**config.mk**
```make
export PLATFORM = sky130hd
export DESIGN_NAME = nvm_unlock_ctrl
export DESIGN_NICKNAME = d
export VERILOG_FILES = /design/src/rtl/nvu_pkg.sv /design/src/rtl/nvu_key_seq.sv /design/src/rtl/nvu_busy_timer.sv /design/src/rtl/nvm_unlock_ctrl.sv
export SDC_FILE = /design/constraint.sdc
export NUM_CORES = 1
export LEC_CHECK = 0
export BUFFER_PORTS_ARGS = -buffer_cell sky130_fd_sc_hd__buf_2
export CAP_MARGIN = 40
export CORE_ASPECT_RATIO = 1.25
export CORE_MARGIN = 2
export CORE_UTILIZATION = 43
export DETAILED_ROUTE_END_ITERATION = 8
export PLACE_DENSITY = 0.67
export SETUP_SLACK_MARGIN = 0.4
export SYNTH_ARGS = -nofsm -noshare
export SYNTH_HDL_FRONTEND = slang
export SYNTH_HIERARCHICAL = 1
export SYNTH_SLANG_ARGS = --single-unit
```
**constraint.sdc**
```tcl
create_clock -name clk -period 4.9 [get_ports clk]
set_input_delay 0.98 -clock clk [delete_from_list [all_inputs] [get_ports clk]]
set_output_delay 0.98 -clock clk [all_outputs]
set_load 0.05 [all_outputs]
```
**src/rtl/nvu_pkg.sv**
```systemverilog
package nvu_pkg;
  localparam int ADDR_W = 3;
  localparam logic [ADDR_W-1:0] A_CTRL = 3'd0;
  localparam logic [ADDR_W-1:0] A_KEY  = 3'd1;
  localparam logic [ADDR_W-1:0] A_PTR0 = 3'd2;
  localparam int B_RD    = 0;
  localparam int B_WR    = 1;
  localparam int B_WREN  = 2;
  localparam int B_ERR   = 3;
  localparam int B_ERASE = 4;
  localparam int B_CFG   = 6;
  localparam int B_PROG  = 7;
  localparam logic [7:0] KEY_FIRST  = 8'h55;
  localparam logic [7:0] KEY_SECOND = 8'hAA;
  typedef enum logic [1:0] {K_IDLE, K_HALF, K_ARMED} key_st_e;
endpackage

```
**src/rtl/nvu_key_seq.sv**
```systemverilog
module nvu_key_seq
  import nvu_pkg::*;
(
  input  logic       clk,
  input  logic       rst,
  input  logic       key_wr,
  input  logic       other_acc,
  input  logic [7:0] key_data,
  output logic       armed
);
  key_st_e st_q;

  always_ff @(posedge clk) begin
    if (rst) begin
      st_q <= K_IDLE;
    end else if (other_acc) begin
      st_q <= K_IDLE;
    end else if (key_wr) begin
      if (st_q == K_IDLE && key_data == KEY_FIRST)       st_q <= K_HALF;
      else if (st_q == K_HALF && key_data == KEY_SECOND) st_q <= K_ARMED;
      else                                               st_q <= K_IDLE;
    end
  end

  assign armed = (st_q == K_ARMED);

  // arming only ever follows the second key byte
  assert_arm_after_second_R3: assert property (@(posedge clk) disable iff (rst)
    $rose(armed) |-> $past(key_wr && key_data == KEY_SECOND));
  // a non-key access always disarms
  assert_other_disarms_R4: assert property (@(posedge clk) disable iff (rst)
    other_acc |=> !armed);
endmodule

```
**src/rtl/nvu_busy_timer.sv**
```systemverilog
module nvu_busy_timer #(
  parameter int WR_CYCLES = 20,
  localparam int CNT_W = $clog2(WR_CYCLES + 1)
) (
  input  logic clk,
  input  logic rst,
  input  logic start,
  output logic busy,
  output logic fin
);
  logic [CNT_W-1:0] cnt_q;
  logic             busy_q;

  always_ff @(posedge clk) begin
    if (rst) begin
      busy_q <= 1'b0;
      cnt_q  <= '0;
    end else if (start) begin
      busy_q <= 1'b1;
      cnt_q  <= CNT_W'(WR_CYCLES - 1);
    end else if (busy_q) begin
      if (cnt_q == '0) busy_q <= 1'b0;
      else             cnt_q  <= cnt_q - 1'b1;
    end
  end

  assign busy = busy_q;
  assign fin  = busy_q && (cnt_q == '0);

  // the count never leaves its window while busy
  assert_cnt_window_R7: assert property (@(posedge clk) disable iff (rst)
    busy_q |-> (cnt_q < CNT_W'(WR_CYCLES)));
  // no restart while an operation runs
  assert_no_restart_R7: assert property (@(posedge clk) disable iff (rst)
    start |-> !busy_q);
endmodule

```
**src/rtl/nvm_unlock_ctrl.sv**
```systemverilog
module nvm_unlock_ctrl
  import nvu_pkg::*;
#(
  parameter int PTR_W     = 22,
  parameter int WR_CYCLES = 20
) (
  input  logic              clk,
  input  logic              por_rst,
  input  logic              warm_rst,
  input  logic              bus_wr,
  input  logic              bus_rd,
  input  logic [ADDR_W-1:0] bus_addr,
  input  logic [7:0]        bus_wdata,
  output logic [7:0]        bus_rdata,
  output logic              host_stall,
  output logic              mem_start,
  output logic              mem_rd,
  output logic              mem_prog,
  output logic              mem_cfg,
  output logic              mem_erase,
  output logic [PTR_W-1:0]  mem_addr,
  output logic              irq_done
);
  localparam int PB = (PTR_W + 7) / 8;
  localparam int PAD_W = PB * 8;
  localparam logic [ADDR_W-1:0] A_STAT = A_PTR0 + ADDR_W'(PB);
  localparam logic [PAD_W-1:0] PTR_MASK = PAD_W'({PTR_W{1'b1}});

  logic rst_any;
  logic prog_q, cfg_q, erase_q, wren_q, err_q, done_q, stall_q, start_q, rd_q;
  logic [PAD_W-1:0] ptr_q;
  logic [7:0] rd_mux;
  logic armed, busy, fin, start;
  logic ctrl_wr, key_wr, other_acc, stat_wr;

  assign rst_any   = por_rst | warm_rst;
  assign ctrl_wr   = bus_wr && bus_addr == A_CTRL;
  assign key_wr    = bus_wr && bus_addr == A_KEY;
  assign stat_wr   = bus_wr && bus_addr == A_STAT;
  assign other_acc = (bus_wr || bus_rd) && bus_addr != A_KEY;
  assign start     = ctrl_wr && bus_wdata[B_WR] && wren_q && armed && !busy;

  nvu_key_seq u_key (
    .clk(clk), .rst(rst_any), .key_wr(key_wr), .other_acc(other_acc),
    .key_data(bus_wdata), .armed(armed)
  );

  nvu_busy_timer #(.WR_CYCLES(WR_CYCLES)) u_tmr (
    .clk(clk), .rst(rst_any), .start(start), .busy(busy), .fin(fin)
  );

  // control, status and error state
  always_ff @(posedge clk) begin
    if (por_rst) begin
      {prog_q, cfg_q, erase_q, wren_q, err_q, done_q} <= '0;
      {stall_q, start_q, rd_q} <= '0;
    end else if (warm_rst) begin
      {prog_q, cfg_q, erase_q, wren_q, done_q} <= '0;
      {stall_q, start_q, rd_q} <= '0;
      if (busy) err_q <= 1'b1;
    end else begin
      start_q <= start;
      rd_q    <= ctrl_wr && bus_wdata[B_RD];
      if (ctrl_wr) begin
        wren_q <= bus_wdata[B_WREN];
        if (!bus_wdata[B_ERR]) err_q <= 1'b0;
        if (!busy) begin
          prog_q  <= bus_wdata[B_PROG];
          cfg_q   <= bus_wdata[B_CFG];
          erase_q <= bus_wdata[B_ERASE];
        end
      end
      if (start)    stall_q <= bus_wdata[B_PROG];
      else if (fin) stall_q <= 1'b0;
      if (fin)                          done_q <= 1'b1;
      else if (stat_wr && bus_wdata[0]) done_q <= 1'b0;
    end
  end

  // pointer bytes
  always_ff @(posedge clk) begin
    if (rst_any) begin
      ptr_q <= '0;
    end else begin
      for (int i = 0; i < PB; i++) begin
        if (bus_wr && bus_addr == A_PTR0 + ADDR_W'(i))
          ptr_q[i*8 +: 8] <= bus_wdata & PTR_MASK[i*8 +: 8];
      end
    end
  end

  always_comb begin
    rd_mux = '0;
    if (bus_addr == A_CTRL)
      rd_mux = {prog_q, cfg_q, 1'b0, erase_q, err_q, wren_q, busy, 1'b0};
    else if (bus_addr == A_STAT)
      rd_mux = {7'b0, done_q};
    else
      for (int i = 0; i < PB; i++)
        if (bus_addr == A_PTR0 + ADDR_W'(i)) rd_mux = ptr_q[i*8 +: 8];
  end

  always_ff @(posedge clk) begin
    if (rst_any)     bus_rdata <= '0;
    else if (bus_rd) bus_rdata <= rd_mux;
  end

  assign host_stall = stall_q;
  assign mem_start  = start_q;
  assign mem_rd     = rd_q;
  assign mem_prog   = prog_q;
  assign mem_erase  = erase_q;
  assign mem_addr   = ptr_q[PTR_W-1:0];
  assign mem_cfg    = cfg_q | ptr_q[PTR_W-1];
  assign irq_done   = done_q;

  // key location never returns data
  assert_key_reads_zero_R2: assert property (@(posedge clk) disable iff (rst_any)
    (bus_rd && bus_addr == A_KEY) |=> bus_rdata == 8'h00);
  // every start was preceded by an enabled state
  assert_start_needs_wren_R6: assert property (@(posedge clk) disable iff (rst_any)
    $rose(busy) |-> $past(wren_q));
  // stall only inside a busy interval
  assert_stall_in_busy_R7: assert property (@(posedge clk) disable iff (rst_any)
    host_stall |-> busy);
  // an aborted operation leaves the error flag set
  assert_abort_sets_err_R9: assert property (@(posedge clk) disable iff (por_rst)
    (warm_rst && busy) |=> err_q);
  // selects frozen while running
  assert_sel_frozen_R10: assert property (@(posedge clk) disable iff (rst_any)
    (busy && $past(busy)) |-> ($stable(prog_q) && $stable(erase_q)));
endmodule

```
==> results.ini <==
[die]
rows=28
start_util=0.4502
dieArea_um2=5612
die_w_um=67.41
core-area_um2=4800
die_y_um=83.26
ioPinCount=53

[placement]
dp.final_hpwl_um=3820
gp_congestion=0.8108
io_buffer_count=52
post_dp_cell_area_um2=2420

[detailed_routing]
wirelength_um=5460
num_vias=1971
vias_per_cell=5.568
firstDrtPassIters=4
post_drt_wl_per_cell_um=15.42
drc_errors=0
wl_met3_um=309
wl_met2_um=2612
drt_iter0_drc=86
antenna_left=0
drt-met1-wl_um=2396
routed.top_layer=met4

[timing]
skew_ps=6.378
slew_headroom=0.5683
finalHoldViolCount=0
fin_crit_sh=0.4767
fin_crit_ps=2336
rsz0062_at_grt=no
final.setup.tns_ps=0
final-setup-viol-count=0
finalMaxSlewViolations=0
worst_pin_slew_ps=645.2
fmax_mhz=428.1

[critical_path]
critPathLaunchType=primary input
crit_path_end_kind=flip-flop
worstRegToRegCells=5
cp.arrival_ps=2590
rrSetupSlack_ps=3150
critical_path_required_ps=5150
crit_type=primary input to flip-flop
path_max_fanout=16
reg2reg_from=u_tmr/cnt_q[0]$_SDFFE_PP0P_
worstReg2RegEnd=u_tmr/cnt_q[0]$_SDFFE_PP0P_

[synth]
syn_avg_cell_area_um2=8.643
synth.largest_area_cell=dfxtp_1
ys_warn_count=6
synth-seq-cells=47
synthArstFlopShare=0
syn_inst=250
synth_ff_type=dfxtp_1
synth_top_cells_by_count=47 x dfxtp_1, 41 x nand2_1, 28 x a21oi_1, 16 x nor2_1
synth_area_um2=2161
synth_edf_count=0
yosysTopAreaCellShare=0.4354
synth.top_cells.by_area=dfxtp_1 44%, nand2_1 7.1%, a21oi_1 6.5%
synth.most_common_cell=dfxtp_1
yosysSeqAreaShare=0.4354
synth_cell_types=51
synth_nets=267

[clocking]
clockBufferDepth=2
h-tree-depth=2
cts.sink_count=47
cts_setup_buffers=0
insertion_delay_ps=300
cts-hold-fix-buffers=0
cts_resized=0
cts.clk_slew.worst_paths_ps=80
cts_root_buf=clkbuf_8
cts_tree=done
cts_buffers=5

[global_routing]
grt_pass1_wl_um=9045
grt_antenna_before_repair=0
grt_max_degree=39
grt_overflow=0
grt_pass1_vias=1832
track_usage=0.2082

[power_and_ir_drop]
power.density_nw_per_um2=292.7
irDropWorstVdd_mv=0.1699
p_leak_nw=1.060

[cells_and_area]
diodes=0
final_nets=310
num-fill-cells=461
area_growth_pct=17.43
drive_above_1_share=0.2721
postLayoutCellArea_um2=2537

[hold_path]
worstHoldPathCells=2
hp-class=flip-flop to flip-flop
min-delay-start=ptr_q[9]$_SDFFE_PP0P_
hold_end=ptr_q[9]$_SDFFE_PP0P_

[flow_run]
drv_cap=0

[outcome]
status=finished clean

state kept, by name, summed over array words and instances, names as in the netlist:
name,cells
cfg_q,1
u_key/st_q,2
mem_erase,1
host_stall,1
irq_done,1
ptr_q,22
mem_rd,1
wren_q,1
mem_start,1
err_q,1
mem_prog,1
u_tmr/busy,1
u_tmr/cnt_q,5
bus_rdata,8
per-stage QoR:
step                      hold WS (ps)  setup slack, ps  utilization  instances  power (W)
after floorplan                  438.3             2377            -        250  0.0004391
after global placement           455.2             2289       0.5042        346  0.0004596
after detailed placement         461.3             2265       0.5042        346  0.0004600
after CTS                        472.4             2588       0.5287        354  0.0007497
after global routing             499.6             2426       0.5287        354  0.0007702
final                            470.0             2564       0.5287        354  0.0007428
metal layers:
layer	vias up	track usage
met5	-	0
met1	929	0.2832
met3	12	0.04065
met2	62	0.3168
met4	0	0.08720
li1	968	-
kinds of logic (layout without fill, tap and decap cells):
kind of cell / count (synthesis) / in the layout / share of synthesized area
adder cells (fa/ha/maj): 1 / 1 / 0.005789
multiplexers: 16 / 16 / 0.07701
AO/OA/AOI/OAI: 59 / 59 / 0.1720
buffers and inverters: 24 / 68 / 0.05096
AND/OR/NAND/NOR: 102 / 102 / 0.2548
flip-flops: 47 / 47 / 0.4354
XOR/XNOR: 1 / 1 / 0.004054
worst max path at each step:
stage           startpoint                          end  slack [ps]  depth (start not counted)
3_5_place_dp   bus_addr[0]  u_tmr/cnt_q[1]$_SDFFE_PP0P_        2270                          6
3_3_place_gp      warm_rst  u_tmr/cnt_q[3]$_SDFFE_PP0P_        2290                          6
2_1_floorplan  bus_addr[2]  u_tmr/cnt_q[1]$_SDFFE_PP0P_        2380                          8
5_1_grt        bus_addr[0]       ptr_q[21]$_SDFFE_PP0P_        2430                          5
6_report       bus_addr[0]  u_tmr/cnt_q[1]$_SDFFE_PP0P_        2560                          6
4_1_cts        bus_addr[0]  u_tmr/cnt_q[1]$_SDFFE_PP0P_        2590                          6
critical path, stage by stage:
cell and delay (ps):
buf_2 220, or4b_4 640, nor3_4 400, nor3_1 80
nor2_1 100, o311a_2 160
where the power goes:
| group | total, W | internal (W) | switching, W |
|---|---|---|---|
| clock | 0.000291 | 0.000165 | 0.000126 |
| combinational | 0.0000647 | 0.0000181 | 0.0000467 |
| sequential | 0.000387 | 0.000385 | 0.00000198 |
cell usage in the layout (no fill, tap or decap), types with 2 or more instances in the layout:
cell type / Yosys / layout
clkbuf_8: 0 / 6
nand4_1: 2 / 2
inv_1: 7 / 7
nor3_1: 4 / 4
a21oi_1: 28 / 28
a31oi_1: 2 / 2
buf_2: 4 / 52
and3_1: 4 / 4
dfxtp_1: 47 / 47
o21ai_0: 9 / 9
nor2_1: 16 / 16
nand3_1: 11 / 11
nand3b_1: 3 / 3
mux2i_1: 11 / 11
nor2b_1: 3 / 3
o211a_1: 3 / 3
nand2_1: 41 / 41
and4bb_2: 2 / 2
a22oi_1: 4 / 4
mux2_2: 5 / 5
o211ai_1: 3 / 3
cell type report:
type | instances | area (um2) | area share
Clock buffer | 6 | 82.58 | 0.03254
Sequential cell | 47 | 940.9 | 0.3708
Timing Repair Buffer | 53 | 267.8 | 0.1055
Clock inverter | 2 | 35.03 | 0.01381
Tap cell | 60 | 75.07 | 0.02959
Multi-Input combinational cell | 179 | 1110 | 0.4374
Inverter | 7 | 26.28 | 0.01036
No activity file was read; power rests on OpenSTA's default activity.
